--- config.mk ---
export PLATFORM = sky130hd
export DESIGN_NAME = sio_board_decode
export DESIGN_NICKNAME = d
export VERILOG_FILES = /design/src/rtl/sio_dec_pkg.sv /design/src/rtl/sio_dec_match.sv /design/src/rtl/sio_dec_qual.sv /design/src/rtl/sio_dec_steer.sv /design/src/rtl/sio_board_decode.sv
export SDC_FILE = /design/constraint.sdc
export NUM_CORES = 1
export LEC_CHECK = 0
export BUFFER_PORTS_ARGS = -buffer_cell sky130_fd_sc_hd__buf_2
export CORE_AREA = 2 2 39 41
export DETAILED_ROUTE_END_ITERATION = 10
export DIE_AREA = 0 0 41 43
export PLACE_DENSITY = 0.45
export SETUP_SLACK_MARGIN = 0.02
export SLEW_MARGIN = 20
export SYNTH_ARGS = -nofsm -noshare
export SYNTH_HDL_FRONTEND = slang
export SYNTH_SLANG_ARGS = --single-unit
--- constraint.sdc ---
create_clock -name vclk -period 1.02
set_input_delay 0.102 -clock vclk [all_inputs]
set_output_delay 0.102 -clock vclk [all_outputs]
set_load 0.01 [all_outputs]
--- src/rtl/sio_dec_pkg.sv ---
package sio_dec_pkg;
  typedef enum logic {
    MODE_PORT = 1'b0,
    MODE_MEM  = 1'b1
  } sel_mode_e;

  localparam int unsigned ADDR_W   = 16;
  localparam int unsigned NIB_W    = 4;
  localparam int unsigned NIB_LSB  = 4;
  localparam int unsigned HI_W     = 8;
  localparam int unsigned CTRL_BIT = 3;
  localparam logic [HI_W-1:0] MEM_PAGE = 8'hFE;
endpackage

--- src/rtl/sio_dec_match.sv ---
module sio_dec_match
  import sio_dec_pkg::*;
#(
  parameter int unsigned NW = NIB_W,
  parameter int unsigned HW = HI_W,
  parameter logic [HW-1:0] PAGE = MEM_PAGE
) (
  input  sel_mode_e     mode_i,
  input  logic [NW-1:0] nib_i,
  input  logic [NW-1:0] base_i,
  input  logic [HW-1:0] hi_i,
  output logic          hit_o
);
  logic nib_hit, page_hit;

  assign nib_hit  = (nib_i == base_i);
  // port mode bypasses the page compare
  assign page_hit = (mode_i == MODE_PORT) || (hi_i == PAGE);
  assign hit_o    = nib_hit && page_hit;
endmodule

--- src/rtl/sio_dec_qual.sv ---
module sio_dec_qual
  import sio_dec_pkg::*;
(
  input  sel_mode_e mode_i,
  input  logic      sinp_i,
  input  logic      sout_i,
  output logic      ok_o
);
  logic io_cycle;

  assign io_cycle = sinp_i | sout_i;
  always_comb begin
    unique case (mode_i)
      MODE_PORT: ok_o = io_cycle;
      MODE_MEM:  ok_o = !io_cycle;
      default:   ok_o = 1'b0;
    endcase
  end
endmodule

--- src/rtl/sio_dec_steer.sv ---
module sio_dec_steer (
  input  logic en_i,
  input  logic dbin_i,
  input  logic sel_bit_i,
  output logic buf_en_o,
  output logic buf_to_cpu_o,
  output logic ctrl_rd_o,
  output logic dev_sel_o
);
  assign buf_en_o     = en_i;
  assign buf_to_cpu_o = en_i && dbin_i;
  assign ctrl_rd_o    = en_i && dbin_i && sel_bit_i;
  assign dev_sel_o    = en_i && !sel_bit_i;
endmodule

--- src/rtl/sio_board_decode.sv ---
module sio_board_decode
  import sio_dec_pkg::*;
#(
  parameter int unsigned AW  = ADDR_W,
  parameter int unsigned NW  = NIB_W,
  parameter int unsigned NL  = NIB_LSB,
  parameter int unsigned HW  = HI_W,
  parameter int unsigned CB  = CTRL_BIT,
  parameter logic [HW-1:0] PAGE = MEM_PAGE
) (
  input  logic          clk_i,
  input  logic          rst_ni,
  input  logic [AW-1:0] addr_i,
  input  logic          mode_i,
  input  logic [NW-1:0] base_i,
  input  logic          sinp_i,
  input  logic          sout_i,
  input  logic          dbin_i,
  output logic          board_en_o,
  output logic          buf_en_o,
  output logic          buf_to_cpu_o,
  output logic          ctrl_rd_o,
  output logic          dev_sel_o
);
  localparam int unsigned NH = NL + NW - 1;
  localparam int unsigned HL = AW - HW;

  sel_mode_e mode;
  logic      addr_hit, strobe_ok;
  logic      unused_low;

  assign mode       = sel_mode_e'(mode_i);
  assign unused_low = ^addr_i[CB-1:0];

  sio_dec_match #(.NW(NW), .HW(HW), .PAGE(PAGE)) u_match (
    .mode_i (mode),
    .nib_i  (addr_i[NH:NL]),
    .base_i (base_i),
    .hi_i   (addr_i[AW-1:HL]),
    .hit_o  (addr_hit)
  );

  sio_dec_qual u_qual (
    .mode_i (mode),
    .sinp_i (sinp_i),
    .sout_i (sout_i),
    .ok_o   (strobe_ok)
  );

  assign board_en_o = addr_hit && strobe_ok;

  sio_dec_steer u_steer (
    .en_i         (board_en_o),
    .dbin_i       (dbin_i),
    .sel_bit_i    (addr_i[CB]),
    .buf_en_o     (buf_en_o),
    .buf_to_cpu_o (buf_to_cpu_o),
    .ctrl_rd_o    (ctrl_rd_o),
    .dev_sel_o    (dev_sel_o)
  );

  assert_port_strobe_R1: assert property (@(posedge clk_i) disable iff (!rst_ni)
    (!mode_i && board_en_o) |-> (sinp_i || sout_i));
  assert_mem_cycle_R2: assert property (@(posedge clk_i) disable iff (!rst_ni)
    (mode_i && board_en_o) |-> (!sinp_i && !sout_i && addr_i[AW-1:HL] == PAGE));
  assert_nib_match_R3: assert property (@(posedge clk_i) disable iff (!rst_ni)
    board_en_o |-> (addr_i[NH:NL] == base_i));
  assert_buf_idle_R4: assert property (@(posedge clk_i) disable iff (!rst_ni)
    !board_en_o |-> (!buf_en_o && !buf_to_cpu_o));
  assert_dir_R5: assert property (@(posedge clk_i) disable iff (!rst_ni)
    buf_to_cpu_o |-> (buf_en_o && dbin_i));
  assert_ctrl_rd_R6: assert property (@(posedge clk_i) disable iff (!rst_ni)
    ctrl_rd_o |-> (board_en_o && dbin_i && addr_i[CB]));
  assert_split_R7: assert property (@(posedge clk_i) disable iff (!rst_ni)
    $onehot0({ctrl_rd_o, dev_sel_o}));
endmodule

==> flow_metrics.py, run 1 <==
metrics = {
    "floorplan": {
        "io_pins": 31,
        "die_w_um": 41,
        "die_h_um": 43,
        "die_area_um2": 1763,
        "initial_core_util_pct": 9.403,
        "core-area_um2": 1384,
        "fp-row-count": 14,
    },
    "worst_setup_path": {
        "endpoint": "ctrl_rd_o",
        "worstPathArrival_ns": 1.05,
        "cpMaxStageDelayCell": "o31a_1",
        "worst_path_largest_cell_delay_ns": 0.33,
        "cp-startpoint": "sinp_i",
        "cp_data_required_time_ns": 0.92,
        "worstSetupStartpointType": "primary input",
        "critical_path_class": "primary input to output port",
        "crit_path_cell_trace": "buf_6 -> nand4bb_1 -> o31a_1 -> nor3_2 -> buf_2",
        "cp_max_fo": 4,
        "critPathCaptureType": "output port",
    },
    "sta": {
        "max_freq_ghz": 0.8717,
        "rsz0062_at_grt": "true",
        "hold_violations": 0,
        "worst_slack_ns": -0.1272,
        "relSlewSlack_pct": 83.85,
        "fin_crit_sh_pct": 112.5,
        "setup_violations": 5,
        "tightest_slew_ns": 0.2422,
        "slew_viol_final": 0,
        "layout_min_cycle_time_ns": 1.147,
    },
    "global_route": {
        "antenna_found_initial": 0,
        "grt_util_met3_pct": 0,
        "grt_start_max_net_pins": 5,
        "grt_pass1_wl_um": 593,
        "grt_overflow_total": 0,
        "grtUsageMet2_pct": 9.063,
        "grt_pass1_vias": 167,
        "grt_use_met1_pct": 4.747,
        "grt_busiest_layer": "met2",
        "track_usage_pct": 4.396,
    },
    "finish": {
        "n_clock_buffer": 0,
        "multi_input_area_um2": 125.1,
        "seq_cell_count": 0,
        "syn_to_final_growth_pct": 126.9,
        "nFillCells": 164,
        "nets": 70,
        "drive_above_1_share_pct": 73.81,
        "seqCellArea_um2": 0,
        "antenna_cells": 0,
        "final_cell_mix": "buf_2, xnor2_1, nand4_1, nor3_2, buf_6",
        "final_common_cell": "buf_2",
    },
    "routing": {
        "drcViolationCount": 0,
        "first_pass_iters": 2,
        "wl_um": 441,
        "wl_per_cell_um": 7.603,
        "vias_per_cell": 3.828,
        "ant_nets": 0,
        "drt_iter0_markers": 2,
        "dr_total_vias": 222,
    },
    "pwr": {
        "p_leak_nw": 0.1437,
        "peakVddDrop_mv": 0.08549,
        "total_power_w": 0.00009067,
        "powerDensity_nw_per_um2": 307.1,
    },
    "synth": {
        "synth.avg_cell_area_um2": 8.133,
        "syn_nets": 42,
        "synth_seq_area_share_pct": 0,
        "synthCells": 16,
        "syn_area_um2": 130.1,
        "synth_warnings": 0,
        "synth_cell_type_count": 11,
    },
    "place": {
        "gp_congestion": 0.5588,
        "place_ws_ns": -0.1539,
        "place.port_buffers": 26,
    },
    "outcome": {
        "violations": "negative setup slack",
        "outcome": "complete, but fails checks",
    },
    "clocking": {
        "cts_hold_buf": 0,
    },
    "min_path": {
        "hold_class": "primary input to output port",
    },
    "job": {
        "cap_viol_max_count": 0,
    },
}
==> where the power goes <==
group          internal (W)  switching (W)
logic             0.0000570      0.0000337
registers                 0              0
clock network             0              0
==> how the worst min path moves through the flow <==
stage / startpoint / end / slack (ns) / depth (start not counted)
floorplan: addr_i[3] / dev_sel_o / 0.24 / 1
global placement: addr_i[3] / dev_sel_o / 0.47 / 3
detailed placement: addr_i[3] / dev_sel_o / 0.47 / 3
CTS: addr_i[3] / dev_sel_o / 0.47 / 3
global route: addr_i[3] / dev_sel_o / 0.49 / 3
finish: addr_i[3] / dev_sel_o / 0.46 / 3
==> Yosys cell counts <==
cell type / count / area [um2]
o21bai_1: 1 / 7.510
nand4bb_1: 1 / 11.26
nand3b_1: 1 / 7.510
nand2_1: 1 / 3.750
o31a_1: 1 / 8.760
nor3b_2: 1 / 12.51
nand4_1: 2 / 12.51
nor2_1: 1 / 3.750
buf_4: 1 / 7.510
nor3_2: 2 / 20.02
xnor2_1: 4 / 35.03
==> area by class of cell <==
class	count	area share, %
repair buffers	27	50.85
multi-input cells	15	42.37
well taps	16	6.780
==> metrics by stage <==
stage	std cells	cell area [um2]	TNS (ns)	util [%]	hold WS [ns]
after detailed placement	57	275.3	-0.5462	19.89	0.4724
final	58	295.3	-0.4029	21.34	0.4648
after CTS	57	287.8	-0.5297	20.80	0.4724
after global placement	57	275.3	-0.4698	19.89	0.4723
after floorplan	16	132.6	0	-	0.2372
after global routing	58	295.3	-0.6881	21.34	0.4928
==> cell families after synthesis <==
logic type / count (synthesis) / share of synthesized area, %
buffers and inverters: 1 / 5.771
AND/OR/NAND/NOR: 9 / 54.80
AO/OA/AOI/OAI: 2 / 12.50
XOR/XNOR: 4 / 26.92
==> layer usage <==
metal / vias to the layer above / routed length, um
met2: 16 / 231
met3: 0 / 73
met1: 94 / 137
met4: 0 / 0
li1: 112 / -
met5: - / 0
==> worst max-delay path, delay by kind of cell <==
kind	cells	cell delay (ns)
and+or+nand+nor	2	0.37
AOI/OAI and AO/OA	1	0.33
buffers and inverters	2	0.24
==> repair_timing <==
| item | 4_1_cts | 5_1_grt |
|---|---|---|
| gates cloned | 0 | 0 |
| gates resized for setup | 2 | 0 |
| pin swaps | 1 | 2 |
| setup endpoints to repair | 5 | 5 |
| setup buffers | 0 | 1 |
No activity file was read; power rests on OpenSTA's default activity.
==> inputs of run 2 (changes only) <==
==> constraint.sdc (replaced) <==
create_clock -name vclk -period 1.02
set_input_delay 0.102 -clock vclk [all_inputs]
set_output_delay 0.102 -clock vclk [all_outputs]
set_load 0.05 [all_outputs]
==> flow_metrics.py, run 2 (synthesized netlist as in run 1, its figures left out) <==
metrics = {
    "outcome": {
        "outcome": "complete, but fails checks",
        "violations": "negative setup slack",
    },
    "sta": {
        "hold_violations": 0,
        "tightest_slew_ns": 0.1452,
        "tns_ns": -0.8042,
        "worst_slack_ns": -0.2001,
        "hold_ws_ns": 0.5013,
        "max_freq_ghz": 0.8196,
        "layout_min_cycle_time_ns": 1.220,
        "slew_viol_final": 0,
        "fin_crit_sh_pct": 119.6,
        "relSlewSlack_pct": 90.30,
        "setup_violations": 5,
        "rsz0062_at_grt": "true",
    },
    "finish": {
        "seq_cell_count": 0,
        "final_common_cell": "buf_2",
        "antenna_cells": 0,
        "n_clock_buffer": 0,
        "drive_above_1_share_pct": 83.33,
        "nets": 70,
        "syn_to_final_growth_pct": 194.2,
        "finalNonFillerCells": 58,
        "seqCellArea_um2": 0,
        "final_cell_mix": "buf_2, buf_6, xnor2_2",
    },
    "global_route": {
        "grt_overflow_total": 0,
        "grt_pass1_vias": 205,
        "grt_pass1_wl_um": 662,
        "grt_start_max_net_pins": 5,
        "antenna_found_initial": 0,
        "track_usage_pct": 5.010,
    },
    "worst_setup_path": {
        "critPathCaptureType": "output port",
        "cp_data_required_time_ns": 0.92,
        "worstSetupStartpointType": "primary input",
        "critical_path_class": "primary input to output port",
        "cp_max_fo": 4,
        "worstPathArrival_ns": 1.12,
    },
    "place": {
        "place_ws_ns": -0.3365,
        "gp_congestion": 0.5273,
        "hpwl_um": 442.9,
        "dp_cells": 58,
        "place.port_buffers": 26,
    },
    "floorplan": {
        "initial_core_util_pct": 9.403,
        "io_pins": 31,
        "die_w_um": 41,
        "fp-row-count": 14,
        "die_h_um": 43,
        "core-area_um2": 1384,
        "die_area_um2": 1763,
    },
    "pwr": {
        "total_power_w": 0.0001297,
        "powerDensity_nw_per_um2": 338.8,
        "peakVddDrop_mv": 0.08838,
        "p_leak_nw": 0.1996,
    },
    "routing": {
        "drcViolationCount": 0,
        "vias_per_cell": 3.776,
        "first_pass_iters": 1,
        "ant_nets": 0,
        "wl_per_cell_um": 8.086,
        "dr_total_vias": 219,
        "wl_um": 469,
        "drt_iter0_markers": 0,
    },
    "job": {
        "cap_viol_max_count": 0,
    },
    "min_path": {
        "hold_class": "primary input to output port",
    },
    "clocking": {
        "cts_hold_buf": 0,
    },
}
## run 2: final cells by class
cell class | count | area [um2]
fillers | 146 | 1001
multi-input cells | 15 | 180.2
well taps | 16 | 20.02
repair buffers | 27 | 182.7
## run 2: path summary, 6_finish.rpt
check / start / end / slack [ns] / depth (start not counted)
max: sinp_i / buf_to_cpu_o / -0.20 / 5
min: addr_i[3] / dev_sel_o / 0.50 / 3
## run 2: timing repair
action,in CTS,in global routing
buffers inserted,0,0
gates resized for setup,13,2
setup endpoints to repair,5,5
## run 2: power by group
part           internal (W)  total [W]  switching [W]  leakage, nW
clock network             0          0              0            0
registers                 0          0              0            0
logic             0.0000721   0.000130      0.0000576        0.200
## run 2: stage by stage
stage	instance area (um2)	utilization [%]
finish	382.9	27.67
global route	382.9	27.67
CTS	375.4	27.12
detailed placement	329.1	23.78
global placement	329.1	23.78
floorplan	182.7	-
## run 2: per-layer routing
| metal | GRT usage [%] | vias up | wire, um |
|---|---|---|---|
| met1 | 4.473 | 83 | 137 |
| met4 | 0 | 0 | 0 |
| met3 | 0 | 0 | 100 |
| met2 | 11.25 | 24 | 230 |
| met5 | 0 | - | 0 |
| li1 | - | 112 | - |
## run 2: worst max-delay path, stage by stage
cell	delay (ns)
buf_2	0.10
nand4bb_1	0.19
o31a_4	0.35
nor3b_4	0.20
buf_6	0.18
